File: src/rtl/card_clk_gen.sv
module card_clk_gen #(
  parameter int DIV_W = 8,
  parameter int PWS_W = 3,
  localparam int MODE_W = DIV_W + PWS_W + 3
) (
  input  logic              clk,
  input  logic              rst_n,
  input  logic              reg_we,
  input  logic              reg_sel,
  input  logic [MODE_W-1:0] reg_wdata,
  input  logic              pwr_save,
  input  logic              xfer_active,
  input  logic              xfer_rd,
  input  logic              fifo_full,
  input  logic              fifo_empty,
  output logic              card_clk,
  output logic              rise_stb,
  output logic [MODE_W-1:0] mode_q,
  output logic              lock_q
);

  localparam int N_W = DIV_W + 2;
  localparam int M_W = N_W + 2 ** PWS_W;

  localparam int ODD_B = DIV_W;
  localparam int PWS_L = DIV_W + 1;
  localparam int RDP_B = DIV_W + PWS_W + 1;
  localparam int WRP_B = DIV_W + PWS_W + 2;

  logic [N_W-1:0]   n_ratio;
  logic [M_W-1:0]   m_ratio, hi_next, lo_next;
  logic [M_W-1:0]   cnt, hi_len, lo_len;
  logic [PWS_W-1:0] pws;
  logic             stop, clk_q, stb_q;

  assign pws     = mode_q[PWS_L +: PWS_W];
  assign n_ratio = N_W'({mode_q[DIV_W-1:0], 1'b0}) + N_W'(mode_q[ODD_B]) + N_W'(2);
  assign m_ratio = pwr_save ? (M_W'(n_ratio) << pws) + M_W'(n_ratio) : M_W'(n_ratio);
  assign hi_next = m_ratio >> 1;
  assign lo_next = m_ratio - hi_next;

  assign stop = xfer_active & (xfer_rd ? (mode_q[RDP_B] & fifo_full)
                                       : (mode_q[WRP_B] & fifo_empty));

  always_ff @(posedge clk) begin
    if (!rst_n) begin
      mode_q <= '0;
      lock_q <= 1'b0;
    end else if (reg_we) begin
      if (reg_sel)      lock_q <= reg_wdata[0];
      else if (!lock_q) mode_q <= reg_wdata;
    end
  end

  always_ff @(posedge clk) begin
    if (!rst_n) begin
      clk_q  <= 1'b0;
      stb_q  <= 1'b0;
      cnt    <= '0;
      hi_len <= M_W'(1);
      lo_len <= M_W'(1);
    end else begin
      stb_q <= 1'b0;
      if (clk_q) begin
        if (cnt == hi_len - M_W'(1)) begin
          clk_q <= 1'b0;
          cnt   <= '0;
        end else begin
          cnt <= cnt + M_W'(1);
        end
      end else if (cnt == lo_len - M_W'(1)) begin
        if (!stop) begin
          clk_q  <= 1'b1;
          stb_q  <= 1'b1;
          cnt    <= '0;
          hi_len <= hi_next;
          lo_len <= lo_next;
        end
      end else begin
        cnt <= cnt + M_W'(1);
      end
    end
  end

  assign card_clk = clk_q;
  assign rise_stb = stb_q;

endmodule

File: config.mk
export PLATFORM = sky130hd
export DESIGN_NAME = card_clk_gen
export DESIGN_NICKNAME = d
export VERILOG_FILES = /design/src/rtl/card_clk_gen.sv
export SDC_FILE = /design/constraint.sdc
export NUM_CORES = 1
export LEC_CHECK = 0
export BUFFER_PORTS_ARGS = -buffer_cell sky130_fd_sc_hd__buf_4
export CAP_MARGIN = 20
export CELL_PAD_IN_SITES_DETAIL_PLACEMENT = 1
export CELL_PAD_IN_SITES_GLOBAL_PLACEMENT = 1
export CORE_ASPECT_RATIO = 0.7
export CORE_UTILIZATION = 35
export CTS_CLUSTER_SIZE = 30
export DETAILED_ROUTE_END_ITERATION = 10
export HOLD_SLACK_MARGIN = 0.1
export MAX_ROUTING_LAYER = met4
export PLACE_DENSITY_LB_ADDON = 0.1
export SLEW_MARGIN = 0
export SYNTH_ARGS = -nofsm -noshare
export SYNTH_HDL_FRONTEND = slang
export SYNTH_SLANG_ARGS = --single-unit
File: constraint.sdc
create_clock -name clk -period 4.84 [get_ports clk]
set_input_delay 0.484 -clock clk [delete_from_list [all_inputs] [get_ports clk]]
set_output_delay 0.484 -clock clk [all_outputs]
set_load 0.01 [all_outputs]
Word-level counts from Yosys, hierarchy flattened
Cells that the tools add are included.
{"block": "op_classes", "reduce_logical": 4, "eq_ne": 3, "add_sub_neg": 7, "muxes": 10, "shift": 1, "bitwise": 8}
{"op": "18-bit 2-to-1 mux", "n": 5}
{"op": "18-bit equality test", "n": 2}
{"op": "18-bit by 1-bit adder with 18-bit output, second input constant", "n": 1}
{"op": "18-bit by 10-bit adder with 18-bit output", "n": 1}
{"op": "10-bit by 3-bit left shift with 18-bit output", "n": 1}
{"op": "17-bit by 1-bit subtractor with 18-bit output, second input constant", "n": 1}
{"op": "18-bit by 1-bit subtractor with 18-bit output, second input constant", "n": 1}
{"op": "18-bit by 17-bit subtractor with 18-bit output", "n": 1}
{"op": "10-bit by 2-bit adder with 10-bit output, second input constant", "n": 1}
{"op": "9-bit by 1-bit adder with 10-bit output", "n": 1}
{"op": "3-bit AND reduction", "n": 2}
{"op": "1-bit 2-to-1 mux", "n": 5}
{"op": "1-bit inverter", "n": 5}
{"op": "1-bit bitwise AND", "n": 3}
{"op": "3-bit != test, second input constant", "n": 1}
{"op": "2-bit AND reduction", "n": 1}
{"op": "2-bit OR reduction", "n": 1}
{"block": "word_totals", "register_bits": 70, "input_bits": 23}

Longest topological paths before layout
Gate-level depths: netlist (run 1).
{"block": "depth", "depth_word": 6, "depth_mapped": 25, "depth_no_buf": 24}

Least setup slack after synthesis (run 1)
Ideal clock, no wire load.
{"block": "synth_timing", "path_kind": "register to register", "from": "register mode_q[10]", "to": "register lo_len[16]", "path_buffers": 2, "t_arrival_ps": 4800, "stages_incl_launch_ff": 22, "synth_period_minus_slack_ps": 4923, "slack_ps": -83, "setup_time_ps": 123, "path_cell_list": "dfxtp_1 > clkbuf_1 > clkbuf_1 > mux2i_1 > nor2_1 > a31oi_1 > nor2_1 > ha_1 > a21oi_1 > nand4b_1 > and3_1 > o311ai_0 > nand3_1 > or3b_2 > mux2_2 > ha_1 > a21o_1 > o21ba_2 > a21oi_1 > a31oi_1 > xor2_1 > o22ai_1"}
{"block": "synth_via", "elab_chain_cells": 4}
{"item": "from (decl)", "line": "18", "source": "output logic [MODE_W-1:0] mode_q,"}
{"item": "from (signal assigned)", "line": "51", "source": "else if (!lock_q) mode_q <= reg_wdata;"}
{"item": "10-bit by 3-bit left shift with 18-bit output", "line": "38", "source": "assign m_ratio = pwr_save ? (M_W'(n_ratio) << pws) + M_W'(n_ratio) : M_W'(n_ratio);"}
{"item": "18-bit by 10-bit adder with 18-bit output", "line": "38"}
{"item": "18-bit 2-to-1 mux", "line": "38"}
{"item": "18-bit by 17-bit subtractor with 18-bit output", "line": "40", "source": "assign lo_next = m_ratio - hi_next;"}
{"item": "to (signal assigned)", "line": "77", "source": "lo_len <= lo_next;"}
{"item": "to (decl)", "line": "32", "source": "logic [M_W-1:0] cnt, hi_len, lo_len;"}
No other way between the ends.
A chain may end at the register's enable or synchronous reset.

Worst setup path in the final report (run 1)
{"block": "layout_timing", "from": "register mode_q[0]", "to": "register lo_len[16]"}
{"block": "layout_via", "elab_chain_cells": 6}
{"item": "9-bit by 1-bit adder with 10-bit output (*)", "line": "37", "source": "assign n_ratio = N_W'({mode_q[DIV_W-1:0], 1'b0}) + N_W'(mode_q[ODD_B]) + N_W'(2);"}
{"item": "10-bit by 2-bit adder with 10-bit output (*)", "line": "37"}
{"item": "10-bit by 3-bit left shift with 18-bit output", "line": "38"}
{"item": "18-bit by 10-bit adder with 18-bit output (*)", "line": "38"}
{"item": "18-bit 2-to-1 mux (*)", "line": "38"}
{"item": "named net m_ratio[12]", "line": "31", "source": "logic [M_W-1:0] m_ratio, hi_next, lo_next;"}
{"item": "18-bit by 17-bit subtractor with 18-bit output (*)", "line": "40"}
Mark *: on every way through the listed nets, which the timed path passes. The rest lies on a longest branch.

==> impl_metrics.py, run 1 <==
metrics = {
    "run_status": {
        "run_status": "finished, final reports clean",
    },
    "logic_synthesis": {
        "yosysUniqueCellTypes": 81,
        "async_flop_share_pct": 0,
        "ys.flop_type": "dfxtp_1",
        "ys_warn_count": 0,
        "ys_seq_elements": 70,
        "syn_area_per_cell_um2": 7.619,
        "syn_nets": 870,
        "netlist.area_leader.share_pct": 22.59,
        "synth_edf_count": 0,
        "synthCells": 814,
        "synthTopCellsByArea": "dfxtp_1 23%, ha_1 6.3%, xnor2_1 5.4%",
        "ys_seq_area_share_pct": 22.59,
        "synth_area_um2": 6202,
        "synth_top_area_cell": "dfxtp_1",
    },
    "hold_path": {
        "hold-path-endpoint": "mode_q[4]",
        "min_path_cells": 3,
        "hp-start": "reg_wdata[4]",
        "hp-class": "primary input to flip-flop",
    },
    "global_route": {
        "grt_antenna_before_repair": 0,
        "grt_pass1_wl_um": 33550,
        "grt_usage_pct": 24.05,
        "grt_pass1_vias": 6320,
        "grt-ovfl-total": 0,
        "grt_max_degree": 42,
    },
    "pwr": {
        "ir_worst_vdd_mv": 0.1723,
        "p_total_mw": 2.938,
        "leakagePower_nw": 3.021,
        "power.density_nw_per_um2": 384.4,
    },
    "die": {
        "die_w_um": 161.1,
        "start_util_pct": 35.92,
        "core-area_um2": 17270,
        "io_pins": 40,
        "die_y_um": 113.4,
        "row_count": 40,
        "dieArea_um2": 18270,
    },
    "layout": {
        "nets": 929,
        "fillerInstances": 2087,
        "synthToLayoutAreaGrowth_pct": 23.22,
        "final_common_cell": "buf_4",
        "multi_input_area_um2": 4753,
        "seq_area_um2": 1419,
        "layout_common_cells": "89 x buf_4, 88 x nand2_1, 67 x nor2_1, 64 x dfxtp_1, 49 x a21oi_1",
        "num_antenna_cells": 0,
        "utilization_pct": 44.26,
        "drive_gt1_share_pct": 21.53,
    },
    "worst_setup_path": {
        "rr_endpoint": "lo_len[16]",
        "reg2reg_from": "mode_q[0]",
        "rrSetupSlack_ns": 0.17,
        "critPathKind": "flip-flop to flip-flop",
        "start_kind": "flip-flop",
        "worstPathRequired_ns": 5.07,
        "critPathCaptureType": "flip-flop",
        "rr_worst_depth": 25,
        "cp_max_fo": 6,
        "crit_arrival_ns": 4.90,
    },
    "placed_design": {
        "io_buffers": 39,
        "dp_hpwl_um": 16230,
        "gp_congestion": 0.8950,
    },
    "clock_tree": {
        "cts_buffer_depth": 2,
        "htreeDepth": 3,
        "cts_tree": "yes",
        "cts.sinks": 70,
        "insertion_delay_ns": 0.35,
        "root_buffer": "clkbuf_16",
        "numCtsBuffers": 9,
        "clk_pin_slew_worst_paths_ns": 0.06,
    },
    "route": {
        "wl_um": 21100,
        "wire_per_inst_um": 19.02,
        "drc": 0,
        "vias_per_cell": 5.720,
        "drt_iter0_drc": 375,
        "drt_pass1_iterations": 5,
        "ant_nets": 0,
        "vias": 6344,
    },
    "timing": {
        "max_freq_mhz": 214.3,
        "worst_pin_slew_ns": 0.7612,
        "finalSetupViolCount": 0,
        "finalCritPeriodShare_pct": 96.41,
        "hold_viol": 0,
        "skew_ns": 0.005256,
        "relSlewSlack_pct": 49.03,
        "period_needed_ns": 4.666,
        "tns_ns": 0,
        "drv_slew": 0,
    },
    "flow_run": {
        "cap_violations": 0,
    },
}
## critical path: stages, from the launching register on
cell and delay [ns]:
dfxtp_4 0.40, ha_4 0.19, and3_4 0.24, nand2_1 0.09, o211ai_1 0.10, nor2_1 0.07
a21oi_2 0.15, o22ai_1 0.10, ha_1 0.35, nand4b_1 0.17, and3_4 0.21, o311ai_4 0.22
buf_4 0.16, nand3_1 0.09, buf_4 0.17, nor2b_2 0.12, xor2_1 0.22, and2_1 0.17
ha_1 0.24, a21o_1 0.16, a21o_1 0.20, o21ba_2 0.24, a21oi_2 0.04, a31oi_1 0.21
xor2_1 0.16, o22ai_1 0.08
## sequential cells by signal, summed over array words and instances, names as in the netlist
register / flops
lock_q: 1
cnt: 18
hi_len: 17
mode_q: 14
card_clk: 1
lo_len: 18
rise_stb: 1
## final cells by class
type	count	area share, %
Timing Repair Buffer	90	8.890
Tap cell	231	3.782
Clock buffer	9	2.947
Multi-Input combinational cell	667	62.20
Clock inverter	7	1.899
Inverter	35	1.719
Sequential cell	70	18.57
## cells in the mapped netlist, types with 13 or more instances
cell	instances
a21oi_1	52
and3_1	13
clkbuf_1	29
dfxtp_1	70
ha_1	31
inv_1	35
mux2i_1	27
nand2_1	88
nand2b_1	14
nand3_1	28
nor2_1	69
nor3_1	29
nor4_1	13
o21a_1	14
o21ai_0	24
or3_1	16
xnor2_1	38
xor2_1	27
## metal layers
metal	up-vias	GRT usage (%)	wire length, um
met3	14	4.473	851
met5	-	-	0
met4	0	4.465	156
li1	3077	-	-
met1	3153	35.50	11350
met2	100	33.79	8742
## worst max-delay path by stage
stage | depth (start not counted) | to | start
detailed placement | 21 | lo_len[16] | mode_q[0]
global placement | 21 | lo_len[16] | mode_q[0]
finish | 25 | lo_len[16] | mode_q[0]
CTS | 22 | lo_len[16] | mode_q[2]
global route | 25 | lo_len[16] | mode_q[3]
floorplan | 21 | lo_len[16] | mode_q[10]
## where the power goes
group          leakage, nW  internal [mW]  switching (mW)  total [mW]
Sequential           0.572          0.645           0.122       0.766
Combinational         2.27          0.569           0.751        1.32
Clock                0.176          0.559           0.292       0.851
## stage by stage
| step | hold slack [ns] | instance area, um2 | instances | setup WS, ns |
|---|---|---|---|---|
| after floorplan | 0.4716 | 6203 | 814 | 0.00008349 |
| after global placement | 0.4624 | 6932 | 1085 | -0.1735 |
| after detailed placement | 0.4778 | 6932 | 1085 | -0.2039 |
| after CTS | 0.3763 | 7361 | 1102 | 0.001509 |
| after global routing | 0.3878 | 7642 | 1109 | -0.04118 |
| final | 0.3842 | 7642 | 1109 | 0.1737 |
## logic make-up after synthesis
| kind of cell | count (synthesis) | synth area share, % |
|---|---|---|
| flops | 70 | 22.59 |
| compound gates | 195 | 22.01 |
| simple gates | 340 | 28.53 |
| xor+xnor | 65 | 9.179 |
| buf+inv | 77 | 5.104 |
| mux | 33 | 5.628 |
| other cells | 1 | 0.06046 |
| fa+ha+maj | 33 | 6.899 |
## timing repair
| item | CTS | global route |
|---|---|---|
| pin swaps | 2 | 19 |
| resized for setup | 15 | 51 |
| hold buffers | 0 | 0 |
| buffers inserted | 1 | 7 |
| hold endpoints to repair | 0 | 0 |
| setup endpoints to repair | 6 | 8 |
Note: power is estimated with default switching activity, not from simulation.
==> inputs of run 2 (changes only) <==
- ABC_AREA: unset -> 1
==> run 2 against run 1 <==
Compared with the run above: hold slack got worse by 0.0052 ns; critical path depth increased by 2; via count increased by 21%; sequential share of layout area decreased by 0.89 points; core utilization decreased by 3.0 points; clock power decreased by 18%; die area increased by 13%; sequential cell count unchanged; setup slack improved by 0.083 ns; synthesized area increased by 13%; clock-buffer cell count unchanged; sequential power increased by 4.2%.
==> impl_metrics.py, run 2 <==
metrics = {
    "global_route": {
        "grt_antenna_before_repair": 0,
        "grt_max_degree": 51,
        "grt_pass1_wl_um": 41240,
        "grt_pass1_vias": 7343,
        "grt-ovfl-total": 0,
        "grt_usage_pct": 26.77,
    },
    "clock_tree": {
        "numCtsBuffers": 9,
        "htreeDepth": 3,
        "cts.sinks": 70,
        "clk_pin_slew_worst_paths_ns": 0.08,
        "cts_buffer_depth": 2,
        "root_buffer": "clkbuf_16",
        "cts_tree": "yes",
        "insertion_delay_ns": 0.36,
        "hold_buffers": 0,
    },
    "logic_synthesis": {
        "synth_top_family_by_area": "simple AND/OR/NAND/NOR gates",
        "synth_fa_ha_area_share_pct": 6.100,
        "yosysUniqueCellTypes": 49,
        "syn_area_per_cell_um2": 5.950,
        "async_flop_share_pct": 0,
        "synthTopCellsByArea": "dfxtp_1 20%, nand2_1 17%, nand3_1 9.5%",
        "synth.cells.most_frequent": "316 x nand2_1, 141 x inv_1, 138 x nor2_1, 133 x nand3_1, 70 x dfxtp_1",
        "synth_edf_count": 0,
        "synthCells": 1179,
        "synth.mux.area_fraction_pct": 0.1427,
        "synth_xor_area_share_pct": 8.810,
        "netlist.area_leader.share_pct": 19.98,
        "ys.flop_type": "dfxtp_1",
        "ys_seq_elements": 70,
        "syn_nets": 1235,
        "synth_top_area_cell": "dfxtp_1",
        "synth-simple-area-share_pct": 42.45,
        "yosysMostFrequentCell": "nand2_1",
        "synth_area_um2": 7015,
        "synth-compound-area-share_pct": 11.31,
        "ys_warn_count": 0,
        "ys_seq_area_share_pct": 19.98,
    },
    "layout": {
        "seq_area_um2": 1406,
        "nets": 1260,
        "layout_common_cells": "314 x nand2_1, 141 x inv_1, 134 x nor2_1, 129 x nand3_1, 68 x dfxtp_1",
        "synthToLayoutAreaGrowth_pct": 13.43,
        "fillerInstances": 2645,
        "final_area_um2": 7958,
        "drive_gt1_share_pct": 11.17,
        "utilization_pct": 41.26,
        "num_antenna_cells": 0,
        "finalNonFillerCells": 1473,
        "final_common_cell": "nand2_1",
        "multi_input_area_um2": 4931,
        "reg_top3": "cnt: 18 flops, lo_len: 18 flops, hi_len: 17 flops",
    },
    "placed_design": {
        "dpl.cell_count": 1451,
        "io_buffers": 39,
        "place_ws_ns": -0.01326,
        "place_area_um2": 7507,
        "dp_hpwl_um": 20550,
        "gp_congestion": 0.8929,
    },
    "pwr": {
        "ir_worst_vdd_mv": 0.2104,
        "power.density_nw_per_um2": 486.1,
        "leakagePower_nw": 4.021,
    },
    "hold_path": {
        "hold-path-endpoint": "mode_q[13]",
        "hp-start": "reg_wdata[13]",
        "hp-class": "primary input to flip-flop",
        "min_path_cells": 3,
    },
    "route": {
        "drc": 0,
        "wire_per_inst_um": 17.51,
        "drt_pass1_iterations": 5,
        "vias_per_cell": 5.198,
        "drt_iter0_drc": 546,
        "ant_nets": 0,
        "vias": 7657,
        "wl_um": 25790,
    },
    "timing": {
        "finalSetupViolCount": 0,
        "period_needed_ns": 4.583,
        "skew_ns": 0.01132,
        "relSlewSlack_pct": 44.24,
        "max_freq_mhz": 218.2,
        "worst_pin_slew_ns": 0.8355,
        "drv_slew": 0,
        "worst_slack_ns": 0.2570,
        "grt_setup_unrepaired": "yes",
        "finalCritPeriodShare_pct": 94.69,
        "hold_viol": 0,
    },
    "die": {
        "core-area_um2": 19290,
        "die_y_um": 120.5,
        "start_util_pct": 36.38,
        "die_w_um": 171.2,
        "io_pins": 40,
        "row_count": 42,
        "dieArea_um2": 20620,
    },
    "worst_setup_path": {
        "critPathSlowestCell": "ha_1",
        "rr_worst_depth": 27,
        "critPathLaunch": "mode_q[0]",
        "cp_max_fo": 7,
        "critPathBufInv": 2,
        "start_kind": "flip-flop",
        "reg2reg_from": "mode_q[0]",
        "cpLargestDelayFamily": "compound AO/OA/AOI/OAI gates",
        "worstPathRequired_ns": 5.11,
        "critPathKind": "flip-flop to flip-flop",
        "rr_endpoint": "lo_len[11]",
        "rrSetupSlack_ns": 0.26,
        "crit_path_max_incr_delay_ns": 0.39,
        "cpMostUsedCell": "nand2_1",
        "critPathCaptureType": "flip-flop",
        "crit_arrival_ns": 4.85,
    },
    "run_status": {
        "run_status": "finished, final reports clean",
    },
    "flow_run": {
        "cap_violations": 0,
    },
}
## run 2: cell types whose count changed in the layout (fill, tap and decap cells not counted), moves of 15 or more
cell,delta
xnor2_1,-17
o21ai_0,+24
mux2i_1,-24
inv_1,+106
nand2_1,+226
a21oi_1,+15
nor2_1,+67
nand3_1,+102
or3_1,-15
xor2_1,+15
nand4_1,+20
buf_4,-32
## run 2: worst min-delay path, delay by kind of cell
kind,cells,cell delay [ns]
AO/OA/AOI/OAI,1,0.07
buffers and inverters,1,0.07
AND/OR/NAND/NOR,1,0.08
## run 2: per-layer routing
| metal | track usage, % | part of all wire [%] | vias up |
|---|---|---|---|
| met5 | - | 0 | - |
| met4 | 4.074 | 0.77 | 0 |
| met3 | 3.208 | 3.7 | 16 |
| met2 | 34.60 | 38 | 144 |
| met1 | 43.29 | 58 | 3654 |
| li1 | - | - | 3843 |
## run 2: final cells by class
type | instances | area share [%]
inverter | 149 | 7.060
clock buffer | 9 | 2.830
multi-input combinational | 917 | 61.97
tap | 264 | 4.151
clock inverter | 7 | 0.9434
timing repair buffer | 57 | 5.377
sequential | 70 | 17.67
## run 2: timing repair
item                       in CTS  in global routing
setup endpoints to repair       2                 10
buffers inserted                1                  5
resized for setup               1                 32
pin swaps                       1                  8
## run 2: worst max path at each step
stage	end	slack, ns	cells past startpoint
6_report	lo_len[11]	0.26	27
5_1_grt	lo_len[11]	-0.16	29
4_1_cts	lo_len[11]	0.002	27
3_3_place_gp	lo_len[11]	-0.04	27
2_1_floorplan	lo_len[15]	0.86	28
3_5_place_dp	lo_len[11]	-0.01	27
## run 2: kinds of logic (layout without fill, tap and decap cells)
family	count (synthesis)	in the layout
xor+xnor	65	65
other cells	1	1
compound gates	148	148
buf+inv	192	222
flops	70	70
mux	1	1
fa+ha+maj	33	33
simple gates	669	669
## run 2: where the power goes
group	internal (mW)	total (mW)	switching (mW)
Clock	0.367	0.696	0.330
Sequential	0.671	0.798	0.127
Combinational	0.754	2.37	1.62
## run 2: stage by stage
step	setup TNS [ns]	hold WS (ns)	power [mW]
floorplan	0	0.4489	2.554
finish	0	0.3790	3.868
global route	-0.3649	0.3829	4.199
CTS	0	0.3763	3.838
detailed placement	-0.01326	0.4803	3.127
global placement	-0.03542	0.4744	3.095
==> inputs of run 3 (changes only) <==
- BUFFER_PORTS_ARGS: -buffer_cell sky130_fd_sc_hd__buf_4 -> -buffer_cell sky130_fd_sc_hd__buf_2
==> run 3 against run 2 <==
Compared with the run above: final cell count increased by 0.27%; clock-buffer cell count is the same; critical path type unchanged; routed wire length increased by 2.0%; core utilization grew 0.29 points; non-clock buffer count up 4; sequential share of layout area fell by 0.11 points.
==> impl_metrics.py, run 3 (same netlist as run 2, synthesis figures left out) <==
metrics = {
    "route": {
        "vias": 7662,
        "wire_per_inst_um": 17.81,
        "wl_um": 26310,
        "drc": 0,
        "vias_per_cell": 5.188,
        "drt_iter0_drc": 625,
        "ant_nets": 0,
        "drt_pass1_iterations": 5,
    },
    "timing": {
        "finalSetupViolCount": 0,
        "hold_slack_ns": 0.3835,
        "finalCritPeriodShare_pct": 93.27,
        "max_freq_mhz": 221.5,
        "period_needed_ns": 4.514,
        "tns_ns": 0,
        "relSlewSlack_pct": 33.30,
        "drv_slew": 0,
        "skew_ns": 0.01132,
        "worst_pin_slew_ns": 1.001,
        "hold_viol": 0,
    },
    "worst_setup_path": {
        "cp_max_fo": 5,
        "crit_arrival_ns": 4.77,
        "crit_path_max_incr_delay_ns": 0.38,
        "start_kind": "flip-flop",
        "critPathCaptureType": "flip-flop",
        "cpLargestDelayFamily": "simple AND/OR/NAND/NOR gates",
        "worstPathRequired_ns": 5.10,
        "cpMostUsedCell": "nand2_1",
        "critPathSlowestCell": "dfxtp_2",
        "critPathBufInv": 4,
        "critPathKind": "flip-flop to flip-flop",
    },
    "clock_tree": {
        "htreeDepth": 3,
        "cts_buffer_depth": 2,
        "cts.sinks": 70,
        "root_buffer": "clkbuf_16",
        "insertion_delay_ns": 0.35,
        "numCtsBuffers": 9,
        "clk_pin_slew_worst_paths_ns": 0.07,
        "cts_tree": "yes",
    },
    "die": {
        "die_w_um": 171.2,
        "core-area_um2": 19290,
        "io_pins": 40,
        "start_util_pct": 36.38,
        "row_count": 42,
        "dieArea_um2": 20620,
        "die_y_um": 120.5,
    },
    "pwr": {
        "leakagePower_nw": 4.046,
        "p_switching_mw": 2.081,
        "combinationalPowerShare_pct": 60.6,
        "power.density_nw_per_um2": 495.9,
        "ir_worst_vdd_mv": 0.3129,
        "sw_frac_of_total_pct": 52.37,
        "p_total_mw": 3.974,
        "pwr-share-clk_pct": 19.1,
        "internal-power_mw": 1.893,
        "seqPwrFrac_pct": 20.3,
    },
    "layout": {
        "drive_gt1_share_pct": 12.37,
        "reg_top3": "cnt: 18 flops, lo_len: 18 flops, hi_len: 17 flops",
        "final_area_um2": 8014,
        "nets": 1264,
        "synthToLayoutAreaGrowth_pct": 14.23,
        "layout_common_cells": "311 x nand2_1, 141 x inv_1, 134 x nor2_1, 129 x nand3_1, 67 x dfxtp_1",
        "num_antenna_cells": 0,
        "finalNonFillerCells": 1477,
        "final_common_cell": "nand2_1",
    },
    "global_route": {
        "grt_pass1_vias": 7432,
        "grt_max_degree": 51,
        "grt_usage_pct": 27.18,
        "grt-ovfl-total": 0,
        "grt_pass1_wl_um": 41470,
        "grt_antenna_before_repair": 0,
    },
    "placed_design": {
        "dp_hpwl_um": 20640,
        "dpl.cell_count": 1451,
        "gp_congestion": 0.8821,
        "io_buffers": 39,
        "place_area_um2": 7410,
    },
    "flow_run": {
        "cap_violations": 0,
    },
    "run_status": {
        "run_status": "finished, final reports clean",
    },
    "hold_path": {
        "hp-class": "primary input to flip-flop",
    },
}
[run 3: changes by cell type in the layout (fill, tap and decap cells not counted), moves of 2 or more]
cell / change
o21ai_2: +4
nor2_2: -3
o21ai_0: -4
nand2_2: +3
inv_8: -2
buf_2: +39
bufinv_16: +2
buf_4: -35
nor2_4: +3
ha_1: -3
ha_4: +4
nand2_1: -3
[run 3: power by group through the flow]
stage | sequential, mW | combinational, mW | clock (mW)
final | 0.807 | 2.41 | 0.759
after global routing | 0.819 | 2.67 | 0.800
after CTS | 0.804 | 2.32 | 0.774
after detailed placement | 0.815 | 2.30 | 0
after global placement | 0.816 | 2.28 | 0
after floorplan | 0.770 | 1.78 | 0
[run 3: layout make-up]
type / instances / area, um2
clock buffer: 9 / 225.2
clock inverter: 7 / 105.1
fill: 2666 / 11270
inverter: 149 / 561.8
multi-input combinational: 917 / 5024
sequential: 70 / 1408
tap: 264 / 330.3
timing repair buffer: 61 / 360.3
[run 3: what timing repair did]
action	4_1_cts	5_1_grt
endpoints found under the setup margin	1	10
gates resized for setup	3	51
setup buffers	0	10
gates cloned	0	0
pin swaps	0	16
hold buffers	0	0
[run 3: path summary, 6_finish.rpt]
kind           startpoint    endpoint  slack [ns]  cells past startpoint
max             mode_q[1]  lo_len[15]        0.33                     30
min          reg_wdata[2]   mode_q[2]        0.38                      3
max reg2reg     mode_q[1]  lo_len[15]        0.33                     30
min reg2reg    lo_len[17]  lo_len[17]        0.48                      2
[run 3: per-layer routing]
| metal | track usage [%] | part of all wire (%) |
|---|---|---|
| met1 | 43.44 | 56 |
| met2 | 35.80 | 38 |
| met3 | 3.470 | 5.6 |
| met4 | 3.683 | 0.50 |
| met5 | - | 0 |
[run 3: metrics by stage]
stage          utilization (%)  worst slack, ns
6_report                 41.55           0.3258
5_1_grt                  41.55         -0.05062
4_1_cts                  40.15         0.008386
3_5_place_dp             38.42         -0.07348
3_3_place_gp             38.42           0.1377
2_1_floorplan                -           0.8609
[run 3: tightest hold or removal path, delay by kind of cell]
kind            cells  cell delay (ns)
compound gates      1             0.07
buf+inv             1             0.07
simple gates        1             0.08
